<file path="src/rtl/txstat_pkg.sv">
`timescale 1ns/1ps
package txstat_pkg;
  localparam int NUM_FIELDS = 4;
  // Field slot order inside the packed register, lowest nibble first
  localparam int F_SINGLE = 0;
  localparam int F_MULTI  = 1;
  localparam int F_DEFER  = 2;
  localparam int F_EXCDEF = 3;
endpackage

</file>
<file path="src/rtl/txstat_classify.sv">
`timescale 1ns/1ps
module txstat_classify
  import txstat_pkg::*;
#(
  parameter int COLL_W    = 5,
  parameter int MULTI_MIN = 2,
  parameter int MULTI_MAX = 16
) (
  input  logic                  rpt_valid,
  input  logic [COLL_W-1:0]     rpt_coll,
  input  logic                  rpt_deferred,
  input  logic                  rpt_exc_deferred,
  input  logic                  rpt_success,
  output logic [NUM_FIELDS-1:0] bump
);
  int coll_i;

  always_comb begin
    coll_i = int'(rpt_coll);
    bump   = '0;
    if (rpt_valid) begin
      // exactly one collision, and the packet got through
      bump[F_SINGLE] = rpt_success && (coll_i == 1);
      // collision count inside the multi window
      bump[F_MULTI]  = (coll_i >= MULTI_MIN) && (coll_i <= MULTI_MAX);
      // one step per packet, however many deferrals it saw
      bump[F_DEFER]  = rpt_deferred;
      bump[F_EXCDEF] = rpt_exc_deferred;
    end
  end
endmodule

</file>
<file path="src/rtl/txstat_satcnt.sv">
`timescale 1ns/1ps
module txstat_satcnt #(
  parameter int W = 4
) (
  input  logic         clk,
  input  logic         rst,
  input  logic         clr,
  input  logic         bump,
  output logic [W-1:0] q,
  output logic         full_next
);
  localparam logic [W-1:0] TOP = '1;
  logic [W-1:0] nxt;
  logic [W-1:0] step;

  always_comb begin
    step = {{(W-1){1'b0}}, bump};
    if (clr)
      nxt = step;               // the cleared value takes this cycle's event
    else if (q == TOP)
      nxt = q;                  // hold at the top value
    else
      nxt = q + step;
    full_next = (nxt == TOP);
  end

  always_ff @(posedge clk) begin
    if (rst) q <= '0;
    else     q <= nxt;
  end
endmodule

</file>
<file path="src/rtl/txstat_counter_reg.sv">
`timescale 1ns/1ps
module txstat_counter_reg
  import txstat_pkg::*;
#(
  parameter int CNT_W     = 4,
  parameter int COLL_W    = 5,
  parameter int MULTI_MAX = 16
) (
  input  logic                         clk,
  input  logic                         rst,
  input  logic                         rpt_valid,
  input  logic [COLL_W-1:0]            rpt_coll,
  input  logic                         rpt_deferred,
  input  logic                         rpt_exc_deferred,
  input  logic                         rpt_success,
  input  logic                         rd_strobe,
  output logic [NUM_FIELDS*CNT_W-1:0]  rd_data,
  output logic                         irq
);
  localparam int DATA_W = NUM_FIELDS * CNT_W;

  logic [NUM_FIELDS-1:0] bump;
  logic [NUM_FIELDS-1:0] full_nxt;
  logic [DATA_W-1:0]     cnt_flat;

  txstat_classify #(
    .COLL_W(COLL_W), .MULTI_MIN(2), .MULTI_MAX(MULTI_MAX)
  ) u_cls (
    .rpt_valid(rpt_valid), .rpt_coll(rpt_coll), .rpt_deferred(rpt_deferred),
    .rpt_exc_deferred(rpt_exc_deferred), .rpt_success(rpt_success), .bump(bump)
  );

  for (genvar i = 0; i < NUM_FIELDS; i++) begin : g_cnt
    txstat_satcnt #(.W(CNT_W)) u_cnt (
      .clk(clk), .rst(rst), .clr(rd_strobe), .bump(bump[i]),
      .q(cnt_flat[i*CNT_W +: CNT_W]), .full_next(full_nxt[i])
    );
  end

  // the read captures the pre-edge counters and holds them.
  // irq is registered from next-state, so it tracks the counters.
  always_ff @(posedge clk) begin
    if (rst) begin
      rd_data <= '0;
      irq     <= 1'b0;
    end else begin
      if (rd_strobe) rd_data <= cnt_flat;
      irq <= |full_nxt;
    end
  end
endmodule

</file>
<file path="config.mk">
export PLATFORM = sky130hd
export DESIGN_NAME = txstat_counter_reg
export DESIGN_NICKNAME = d
export VERILOG_FILES = /design/src/rtl/txstat_pkg.sv /design/src/rtl/txstat_classify.sv /design/src/rtl/txstat_satcnt.sv /design/src/rtl/txstat_counter_reg.sv
export SDC_FILE = /design/constraint.sdc
export NUM_CORES = 1
export LEC_CHECK = 0
export BUFFER_PORTS_ARGS = -buffer_cell sky130_fd_sc_hd__buf_2
export CORE_MARGIN = 3
export CORE_UTILIZATION = 49
export CTS_CLUSTER_SIZE = 28
export DETAILED_ROUTE_END_ITERATION = 12
export PLACE_DENSITY = 0.77
export SLEW_MARGIN = 20
export SYNTH_ARGS = -nofsm -noshare
export SYNTH_HDL_FRONTEND = slang
export SYNTH_SLANG_ARGS = --single-unit
</file>
<file path="constraint.sdc">
create_clock -name clk -period 5.6 [get_ports clk]
set_clock_uncertainty 0.05 [all_clocks]
set_input_delay 0.56 -clock clk [delete_from_list [all_inputs] [get_ports clk]]
set_output_delay 0.56 -clock clk [all_outputs]
set_load 0.02 [all_outputs]
</file>
==> impl_metrics.toml, run 1 <==
[worst_setup_path]
worstSetupEndpointType = "flip-flop"
r2r_cells = 6
worst-endpoint-arrival_ns = 2.42
critical_path.reg2reg.startpoint = "g_cnt[2].u_cnt.q[0]"
critical_path.cell_chain = "buf_2, nor3_1, nor2_1, o21a_1, ha_1, ha_1, xnor2_1, o41ai_2, a32oi_1, a41oi_1"
crit_path_slowest_cell = "sky130_fd_sc_hd__o41ai_2"
criticalPathCategory = "primary input to flip-flop"
worst-endpoint-required_ns = 5.79
critical_path.max_stage_delay_ns = 0.29
crit-reg2reg-capture = "irq"
crit_top_cell = "sky130_fd_sc_hd__ha_1"
critical_path_stages = 10
endpoint = "irq"
r2r_slack_ns = 3.43
cp_top_family = "compound AO/OA/AOI/OAI gates"
crit_path_start = "rpt_coll[3]"
crit_path_max_fanout = 4
cp.buffers_inverters = 1
setup.worst_path.start_class = "primary input"

[detailed_routing]
avgRoutedWirePerCell_um = 13.8
wl_met3_um = 130
routed_wl_um = 3030
met2RoutedLength_um = 1480
routed.top_layer = "met4"
detail-route-antenna-nets = 0
detailedRoute.firstPassIterationCount = 4
post-route-drc-count = 0
detail_route.vias_per_cell = 5.57
detail_route.iter0.violations = 48
vias = 1219
wirelength_met1_um = 1370

[die]
initial_cell_density_of_the_core = 0.524
fp.dieArea_mm2 = 0.00372
floorplan.die.height_um = 61.0
die_w_um = 61.0
ios = 29
core_mm2 = 0.00283
site_row_count = 19

[clock_network]
cts_sinks = 33
post-cts-setup-buffer-count = 0
worst_setup_hold_path_clk_slew_ns = 0.09
root_buffer = "sky130_fd_sc_hd__clkbuf_4"
ctsLongestPathBuffers = 2
cts_buffers = 5
clock_tree_from_tritoncts = "built"
worstSkewPairLatency_ns = 0.32
cts.htree.levels = 2
post_cts_resize_count = 0
cts_hold_repair.buffers = 0

[synth]
synth_seq_cells = 33
synthesis.area_per_instance_um2 = 9.32
largest_family_of_logic_cells_by_synthesized_area = "simple AND/OR/NAND/NOR gates"
yosysTopAreaCellShare = 0.446
synth.area.mux_share = 0.108
library_cell_with_the_largest_summed_area_after_synthesis = "sky130_fd_sc_hd__dfxtp_1"
syn_inst = 159
synthDistinctLibCells = 29
xor_and_xnor_fraction_of_the_mapped_netlist_area = 0.0355
yosys_most_used_dff = "sky130_fd_sc_hd__dfxtp_1"
syn-cell-area_mm2 = 0.00148
synth_fa_ha_area_frac = 0.0676
yosys.area_share.simple = 0.171
synth-warning-count = 0
yosys-top-cells-area = "sky130_fd_sc_hd__dfxtp_1 45%, sky130_fd_sc_hd__mux2i_1 11%, sky130_fd_sc_hd__ha_1 6.8%"
synthesis.nets = 179
synth-edff-count = 0
seq_area_frac_synth = 0.446
asyncSetResetFlopFracSynth = 0
synth_compound_gate_area_share = 0.121

[placed_design]
detailed_place_hpwl_um = 2180
routabilityCongestion = 0.842
dpl.cell_count = 212
port_buffers = 28

[timing]
report.final.slew_viol_count = 0
setup_tns_ns = 0
max_freq_mhz = 448
grt_setup_unrepaired = "false"
worst_slew_margin_rel = 0.592
finalHoldViolations = 0
fin_crit_sh = 0.399
final-setup-viol-count = 0
worst_slew_pin_slew_ns = 0.612
finalWorstPathRequiredPeriod_ns = 2.23

[pwr]
power.static_leakage_nw = 0.762
sw_frac_of_total = 0.236
seq_power_share = 0.595
power_mw = 0.406
power.share.combinational = 0.078
pwr-share-clk = 0.327
irDropWorstVdd_mv = 0.140
net-switching-power_mw = 0.0957
power-per-cell-area_mw_per_mm2 = 240
intPower_mw = 0.310

[global_routing]
grt.overflow.total = 0
grt_antenna_before_repair = 0
global_route_wire_length_before_repair_um = 4950
maximum_number_of_pins_on_one_net_before_global_route_repair = 25
groute.usage.overall = 0.179
number_of_global_route_vias_before_repair = 1172

[hold_path]
hold_path_class = "flip-flop to flip-flop"

[layout]
n_antenna_cell = 0
layout_fillers = 247
final_layout_net_count = 208
area.growth.synth_to_final_pct = 14.1
drive_above_1_share = 0.191
layout.core_utilization = 0.598
layout.cells.non_filler = 219

[run_status]
run_status = "finished clean"

[job]
cap_violations = 0
-- metrics by stage --
| step | instance area [µm²] | hold WS, ns | worst slack (ns) |
|---|---|---|---|
| 2_1_floorplan | 1480 | 0.435 | 3.36 |
| 3_3_place_gp | 1640 | 0.417 | 3.17 |
| 3_5_place_dp | 1640 | 0.428 | 3.03 |
| 4_1_cts | 1690 | 0.450 | 3.37 |
| 5_1_grt | 1690 | 0.471 | 3.25 |
| 6_report | 1690 | 0.445 | 3.37 |
-- placed cells by master (no fill, tap or decap), types with 3 or more instances in the layout --
cell and instances:
sky130_fd_sc_hd__a21oi_1 11, sky130_fd_sc_hd__a31oi_1 4, sky130_fd_sc_hd__buf_2 28, sky130_fd_sc_hd__clkbuf_4 5, sky130_fd_sc_hd__dfxtp_1 33, sky130_fd_sc_hd__ha_1 8
sky130_fd_sc_hd__inv_1 7, sky130_fd_sc_hd__mux2i_1 16, sky130_fd_sc_hd__nand2_1 9, sky130_fd_sc_hd__nand3_1 5, sky130_fd_sc_hd__nand4_1 3, sky130_fd_sc_hd__nor2_1 26
sky130_fd_sc_hd__nor3_1 4, sky130_fd_sc_hd__nor3b_1 3, sky130_fd_sc_hd__o21a_1 3, sky130_fd_sc_hd__xnor2_1 6
-- worst min-delay path by stage --
stage / slack [ns] / from / end / depth (start not counted)
2_1_floorplan: 0.43 / g_cnt[1].u_cnt.q[1] / rd_data[5] / 2
6_report: 0.45 / rd_data[4] / rd_data[4] / 2
3_5_place_dp: 0.43 / rd_data[4] / rd_data[4] / 2
3_3_place_gp: 0.42 / rd_data[7] / rd_data[7] / 2
5_1_grt: 0.47 / rpt_deferred / g_cnt[2].u_cnt.q[0] / 3
4_1_cts: 0.45 / rd_data[4] / rd_data[4] / 2
-- flip-flops by register name, summed over array words and instances (netlist names) --
signal         flops
irq                1
rd_data           16
g_cnt.u_cnt.q     16
-- worst min-delay path, cell delays in order, from the launching register on --
cell and delay, ns:
sky130_fd_sc_hd__dfxtp_1 0.33, sky130_fd_sc_hd__mux2i_1 0.06, sky130_fd_sc_hd__nor2_1 0.07
-- metal layers --
| layer | vias up | global-route usage |
|---|---|---|
| met5 | - | 0 |
| met4 | 0 | 0.0960 |
| met3 | 6 | 0.0447 |
| met2 | 36 | 0.290 |
| met1 | 561 | 0.218 |
| li1 | 616 | - |
-- synthesized netlist by cell type, drive strengths merged (2+ instances only) --
master  number
clkbuf       4
nand4        3
xnor2        6
nor3         4
o41ai        2
mux2i       16
dfxtp       33
nand2        9
a32oi        2
buf          2
a31oi        4
inv          8
ha           8
nand3        5
nor2        26
nor3b        3
a221oi       2
o21a         3
a21oi       11
-- power by group through the flow --
stage	clock network (mW)	registers [mW]	logic, mW
2_1_floorplan	0	0.248	0.0212
3_3_place_gp	0	0.247	0.0306
3_5_place_dp	0	0.247	0.0315
4_1_cts	0.137	0.242	0.0318
5_1_grt	0.148	0.242	0.0349
6_report	0.133	0.242	0.0316
-- cells by family (layout without fill, tap and decap cells) --
family / Yosys count / after routing
buffers and inverters: 15 / 44
adders and majority gates: 8 / 8
DFF: 33 / 33
AOI/OAI and AO/OA: 26 / 26
muxes: 16 / 16
and+or+nand+nor: 55 / 55
xor gates and xnor gates: 6 / 6
-- area by class of cell --
| class | count | area [µm²] | share of cell area |
|---|---|---|---|
| timing repair buffer | 28 | 140 | 0.0829 |
| tap | 31 | 38.8 | 0.0229 |
| inverter | 9 | 50.0 | 0.0296 |
| sequential | 33 | 661 | 0.391 |
| clock buffer | 7 | 55.1 | 0.0326 |
| multi-input combinational | 111 | 746 | 0.441 |
Note: power is estimated with default switching activity, not from simulation.
==> run 2, diff against run 1 <==
==> constraint.sdc (replaced) <==
create_clock -name clk -period 2.15 [get_ports clk]
set_clock_uncertainty 0.05 [all_clocks]
set_input_delay 0.215 -clock clk [delete_from_list [all_inputs] [get_ports clk]]
set_output_delay 0.215 -clock clk [all_outputs]
set_load 0.02 [all_outputs]
==> impl_metrics.toml, run 2 (synthesis gave the netlist of run 1 again) <==
[run_status]
run_status = "finished clean"

[die]
fp.dieArea_mm2 = 0.00372
floorplan.die.height_um = 61.0
die_w_um = 61.0
core_mm2 = 0.00283
site_row_count = 19
initial_cell_density_of_the_core = 0.524
ios = 29

[timing]
worst_slew_margin_rel = 0.705
report.final.slew_viol_count = 0
max_freq_mhz = 553
setup_tns_ns = 0
fin_crit_sh = 0.841
hold_ws_ns = 0.135
worst_slew_pin_slew_ns = 0.443
finalHoldViolations = 0
grt_setup_unrepaired = "false"
final-setup-viol-count = 0
finalWorstPathRequiredPeriod_ns = 1.81

[worst_setup_path]
worst-endpoint-required_ns = 2.36
critical_path.reg2reg.startpoint = "g_cnt[2].u_cnt.q[0]"
crit_top_cell = "sky130_fd_sc_hd__ha_1"
critical_path_stages = 6
r2r_slack_ns = 0.34
cp_top_family = "compound AO/OA/AOI/OAI gates"
cp.buffers_inverters = 0
critical_path.max_stage_delay_ns = 0.37
crit_path_slowest_cell = "sky130_fd_sc_hd__dfxtp_1"
crit_path_max_fanout = 5
worstSetupEndpointType = "flip-flop"
critical_path.cell_chain = "ha_1, ha_1, xnor2_1, o41ai_1, a32oi_1, a41oi_1"
worst-endpoint-arrival_ns = 2.01
setup.worst_path.start_class = "flip-flop"
crit_path_start = "g_cnt[2].u_cnt.q[0]"
r2r_cells = 6
criticalPathCategory = "flip-flop to flip-flop"
crit-reg2reg-capture = "irq"

[layout]
n_antenna_cell = 0
layout.cells.most_common_list = "33 x sky130_fd_sc_hd__dfxtp_1, 28 x sky130_fd_sc_hd__buf_2, 26 x sky130_fd_sc_hd__nor2_1, 16 x sky130_fd_sc_hd__mux2i_1, 11 x sky130_fd_sc_hd__a21oi_1"
mostFrequentLayoutCell = "sky130_fd_sc_hd__dfxtp_1"
drive_above_1_share = 0.204
area.growth.synth_to_final_pct = 15.6
largestRegisters = "g_cnt.u_cnt.q (16), rd_data (16), irq (1)"
layout_fillers = 235
final_layout_net_count = 211

[pwr]
power.static_leakage_nw = 0.778
irDropWorstVdd_mv = 0.509
power-per-cell-area_mw_per_mm2 = 618

[detailed_routing]
detail-route-antenna-nets = 0
detailedRoute.firstPassIterationCount = 4
detail_route.vias_per_cell = 5.52
detail_route.iter0.violations = 34
routed_wl_um = 2950
post-route-drc-count = 0
vias = 1225
avgRoutedWirePerCell_um = 13.3

[hold_path]
hold_path.startpoint = "rpt_exc_deferred"
hold_path_class = "primary input to flip-flop"
worstHoldPathCells = 3
timing.hold.worst_endpoint = "g_cnt[3].u_cnt.q[0]"

[global_routing]
number_of_global_route_vias_before_repair = 1146
grt.overflow.total = 0
global_route_wire_length_before_repair_um = 4990
grt_antenna_before_repair = 0
maximum_number_of_pins_on_one_net_before_global_route_repair = 22
groute.usage.overall = 0.185

[clock_network]
post_cts_resize_count = 0
worst_setup_hold_path_clk_slew_ns = 0.10
cts_hold_repair.buffers = 0
cts_sinks = 33
post-cts-setup-buffer-count = 0
clock_tree_from_tritoncts = "built"
cts_buffers = 5
ctsLongestPathBuffers = 2
worstSkewPairLatency_ns = 0.33
root_buffer = "sky130_fd_sc_hd__clkbuf_4"
cts.htree.levels = 2

[placed_design]
routabilityCongestion = 0.869
port_buffers = 28
detailed_place_hpwl_um = 2240

[job]
cap_violations = 0
run 2: cell count changes in the layout (fill, tap and decap cells not counted):
cell                    change
sky130_fd_sc_hd__buf_4      +3
run 2: how the worst max path moves through the flow:
stage	end	slack, ns
final	irq	0.34
after global routing	irq	0.23
after CTS	irq	0.36
after detailed placement	irq	0.02
after global placement	irq	0.10
after floorplan	irq	0.26
run 2: routing by layer:
metal	global-route usage	share of wire	vias to the layer above
met1	0.223	0.44	563
met2	0.296	0.49	30
met4	0.0836	0.021	0
li1	-	-	626
met5	0	0	-
met3	0.0638	0.045	6
run 2: power by group:
part           total, mW  switching [mW]  internal [mW]
Clock              0.345           0.191          0.154
Sequential         0.630         0.00933          0.620
Combinational     0.0839          0.0483         0.0356
Total               1.06           0.249          0.810
run 2: final cells by class:
type / instances / area [µm²] / area share
clock buffer: 7 / 55.1 / 0.0321
inverter: 9 / 50.0 / 0.0292
sequential: 33 / 661 / 0.386
timing repair buffer: 31 / 163 / 0.0950
tap: 31 / 38.8 / 0.0226
multi-input combinational: 111 / 746 / 0.435
run 2: through the flow:
stage	instance area [µm²]	setup WS [ns]	power (mW)	std cells	utilization
5_1_grt	1710	0.234	1.11	222	0.605
2_1_floorplan	1480	0.258	0.701	159	-
3_3_place_gp	1660	0.105	0.725	215	0.586
6_report	1710	0.342	1.06	222	0.605
3_5_place_dp	1660	0.0191	0.728	215	0.586
4_1_cts	1710	0.361	1.07	222	0.605
run 2: worst register-to-register path: stages (launching register included):
cell and delay [ns]:
sky130_fd_sc_hd__dfxtp_1 0.37, sky130_fd_sc_hd__ha_1 0.23, sky130_fd_sc_hd__ha_1 0.19, sky130_fd_sc_hd__xnor2_1 0.17, sky130_fd_sc_hd__o41ai_1 0.34, sky130_fd_sc_hd__a32oi_1 0.15
sky130_fd_sc_hd__a41oi_1 0.23
==> run 3, diff against run 2 <==
--- a/config.mk
+++ b/config.mk
@@ -7,10 +7,10 @@
 export LEC_CHECK = 0
 export BUFFER_PORTS_ARGS = -buffer_cell sky130_fd_sc_hd__buf_2
 export CORE_MARGIN = 3
-export CORE_UTILIZATION = 49
+export CORE_UTILIZATION = 48
 export CTS_CLUSTER_SIZE = 28
 export DETAILED_ROUTE_END_ITERATION = 12
-export PLACE_DENSITY = 0.77
+export PLACE_DENSITY = 0.79
 export SLEW_MARGIN = 20
 export SYNTH_ARGS = -nofsm -noshare
 export SYNTH_HDL_FRONTEND = slang
==> constraint.sdc (replaced) <==
create_clock -name clk -period 1.5 [get_ports clk]
set_clock_uncertainty 0.05 [all_clocks]
set_input_delay 0.15 -clock clk [delete_from_list [all_inputs] [get_ports clk]]
set_output_delay 0.15 -clock clk [all_outputs]
set_load 0.02 [all_outputs]
==> impl_metrics.toml, run 3 (synthesis gave the netlist of run 1 again) <==
[worst_setup_path]
critical_path.cell_chain = "ha_4, ha_1, xnor2_1, o41ai_2, a32oi_1, a41oi_1"
setup.worst_path.start_class = "flip-flop"
crit-reg2reg-capture = "irq"
critical_path.max_stage_delay_ns = 0.35
r2r_cells = 6
critical_path.reg2reg.startpoint = "g_cnt[2].u_cnt.q[0]"
criticalPathCategory = "flip-flop to flip-flop"
crit_path_max_fanout = 2
worst-endpoint-required_ns = 1.73
crit_path_slowest_cell = "sky130_fd_sc_hd__dfxtp_2"
worst-endpoint-arrival_ns = 1.82
r2r_slack_ns = -0.08
worstSetupEndpointType = "flip-flop"

[detailed_routing]
detailedRoute.firstPassIterationCount = 4
detail_route.vias_per_cell = 5.52
routed_wl_um = 3320
detail_route.iter0.violations = 42
avgRoutedWirePerCell_um = 14.0
post-route-drc-count = 0
detail-route-antenna-nets = 0
vias = 1308

[die]
floorplan.die.height_um = 61.6
core_mm2 = 0.00285
fp.dieArea_mm2 = 0.00379
ios = 29
die_w_um = 61.6
site_row_count = 19
initial_cell_density_of_the_core = 0.519

[layout]
layout.core_utilization = 0.669
final_layout_net_count = 225
largestRegisters = "g_cnt.u_cnt.q (16), rd_data (16), irq (1)"
n_antenna_cell = 0
mostFrequentLayoutCell = "sky130_fd_sc_hd__dfxtp_1"
layout.cells.most_common_list = "32 x sky130_fd_sc_hd__dfxtp_1, 28 x sky130_fd_sc_hd__buf_2, 26 x sky130_fd_sc_hd__nor2_1, 17 x sky130_fd_sc_hd__buf_4, 16 x sky130_fd_sc_hd__mux2i_1"
drive_above_1_share = 0.301
post-route-cell-area_mm2 = 0.00191
area.growth.synth_to_final_pct = 28.9
layout_fillers = 224

[hold_path]
hold_path.startpoint = "rpt_deferred"
worstHoldPathCells = 3
timing.hold.worst_endpoint = "g_cnt[2].u_cnt.q[0]"
hold_path_class = "primary input to flip-flop"

[global_routing]
grt_antenna_before_repair = 0
grt.overflow.total = 0
global_route_wire_length_before_repair_um = 5430
maximum_number_of_pins_on_one_net_before_global_route_repair = 21
number_of_global_route_vias_before_repair = 1266
groute.usage.overall = 0.201

[timing]
worst_slew_margin_rel = 0.684
fin_crit_sh = 1.06
finalWorstPathRequiredPeriod_ns = 1.58
max_freq_mhz = 631
grt_setup_unrepaired = "true"
final-setup-viol-count = 1
hold_ws_ns = 0.0363
worst_slew_pin_slew_ns = 0.474
finalHoldViolations = 0
report.final.slew_viol_count = 0
fin_ws_ns = -0.0837

[clock_network]
cts.htree.levels = 2
worst_setup_hold_path_clk_slew_ns = 0.10
worstSkewPairLatency_ns = 0.35
post-cts-setup-buffer-count = 0
ctsLongestPathBuffers = 2
clock_tree_from_tritoncts = "built"
cts_buffers = 5
cts_sinks = 33
root_buffer = "sky130_fd_sc_hd__clkbuf_4"

[placed_design]
routabilityCongestion = 0.871
detailed_place_hpwl_um = 2490
placed_area_mm2 = 0.00182
port_buffers = 28

[job]
cap_violations = 0

[pwr]
irDropWorstVdd_mv = 0.665
power-per-cell-area_mw_per_mm2 = 857
power.static_leakage_nw = 0.862

[run_status]
run_status = "complete, but fails checks"
failing_checks = "negative setup slack"
## run 3: cell count changes in the layout (fill, tap and decap cells not counted), sizes merged
| cell | previous run | this run |
|---|---|---|
| clkinv | 1 | 2 |
| buf | 31 | 45 |
## run 3: power breakdown
part	internal [mW]	switching [mW]	total, mW
clock network	0.271	0.303	0.574
logic	0.0752	0.0869	0.162
registers	0.890	0.00977	0.900
## run 3: worst max path at each step
stage	cells past startpoint	from	slack, ns	to
after floorplan	9	rpt_coll[3]	-0.15	irq
after global placement	10	rpt_coll[3]	-0.32	irq
after detailed placement	10	rpt_coll[3]	-0.44	irq
after CTS	6	g_cnt[2].u_cnt.q[0]	-0.08	irq
after global routing	10	rpt_coll[3]	-0.20	irq
final	6	g_cnt[2].u_cnt.q[0]	-0.08	irq
## run 3: layout make-up
class / count / area [µm²] / share of cell area
Timing Repair Buffer: 45 / 268 / 0.140
Inverter: 9 / 50.0 / 0.0262
Clock buffer: 7 / 65.1 / 0.0341
Sequential cell: 33 / 662 / 0.347
Tap cell: 31 / 38.8 / 0.0203
Multi-Input combinational cell: 111 / 821 / 0.430
Clock inverter: 1 / 5.00 / 0.00262
## run 3: per-layer routing
metal  wire length [µm]  vias to the layer above  track usage  share of wire
li1                   -                      657            -              -
met1               1390                      619        0.215           0.42
met2               1700                       23        0.344           0.51
met3                112                        9       0.0587          0.034
met4                110                        0        0.127          0.033
met5                  0                        -            0              0
## run 3: worst max-delay path: cells and delay by family, from the launching register on
kind / cells / cell delay [ns]
XOR/XNOR: 1 / 0.15
AO/OA/AOI/OAI: 3 / 0.63
adder cells (fa/ha/maj): 2 / 0.33
flip-flops: 1 / 0.35
## run 3: repair_timing
item,4_1_cts,5_1_grt
resized for setup,2,1
hold buffers,0,0
hold endpoints to repair,0,0
cloned,0,0
setup endpoints to repair,1,1
## run 3: per-stage QoR
stage / total power, mW / setup TNS, ns / instances / worst slack (ns)
final: 1.64 / -0.0837 / 237 / -0.0837
after global routing: 1.71 / -0.203 / 237 / -0.203
after CTS: 1.65 / -0.0790 / 237 / -0.0790
after detailed placement: 1.08 / -0.823 / 229 / -0.438
after global placement: 1.07 / -0.475 / 229 / -0.318
after floorplan: 1.02 / -0.149 / 159 / -0.149
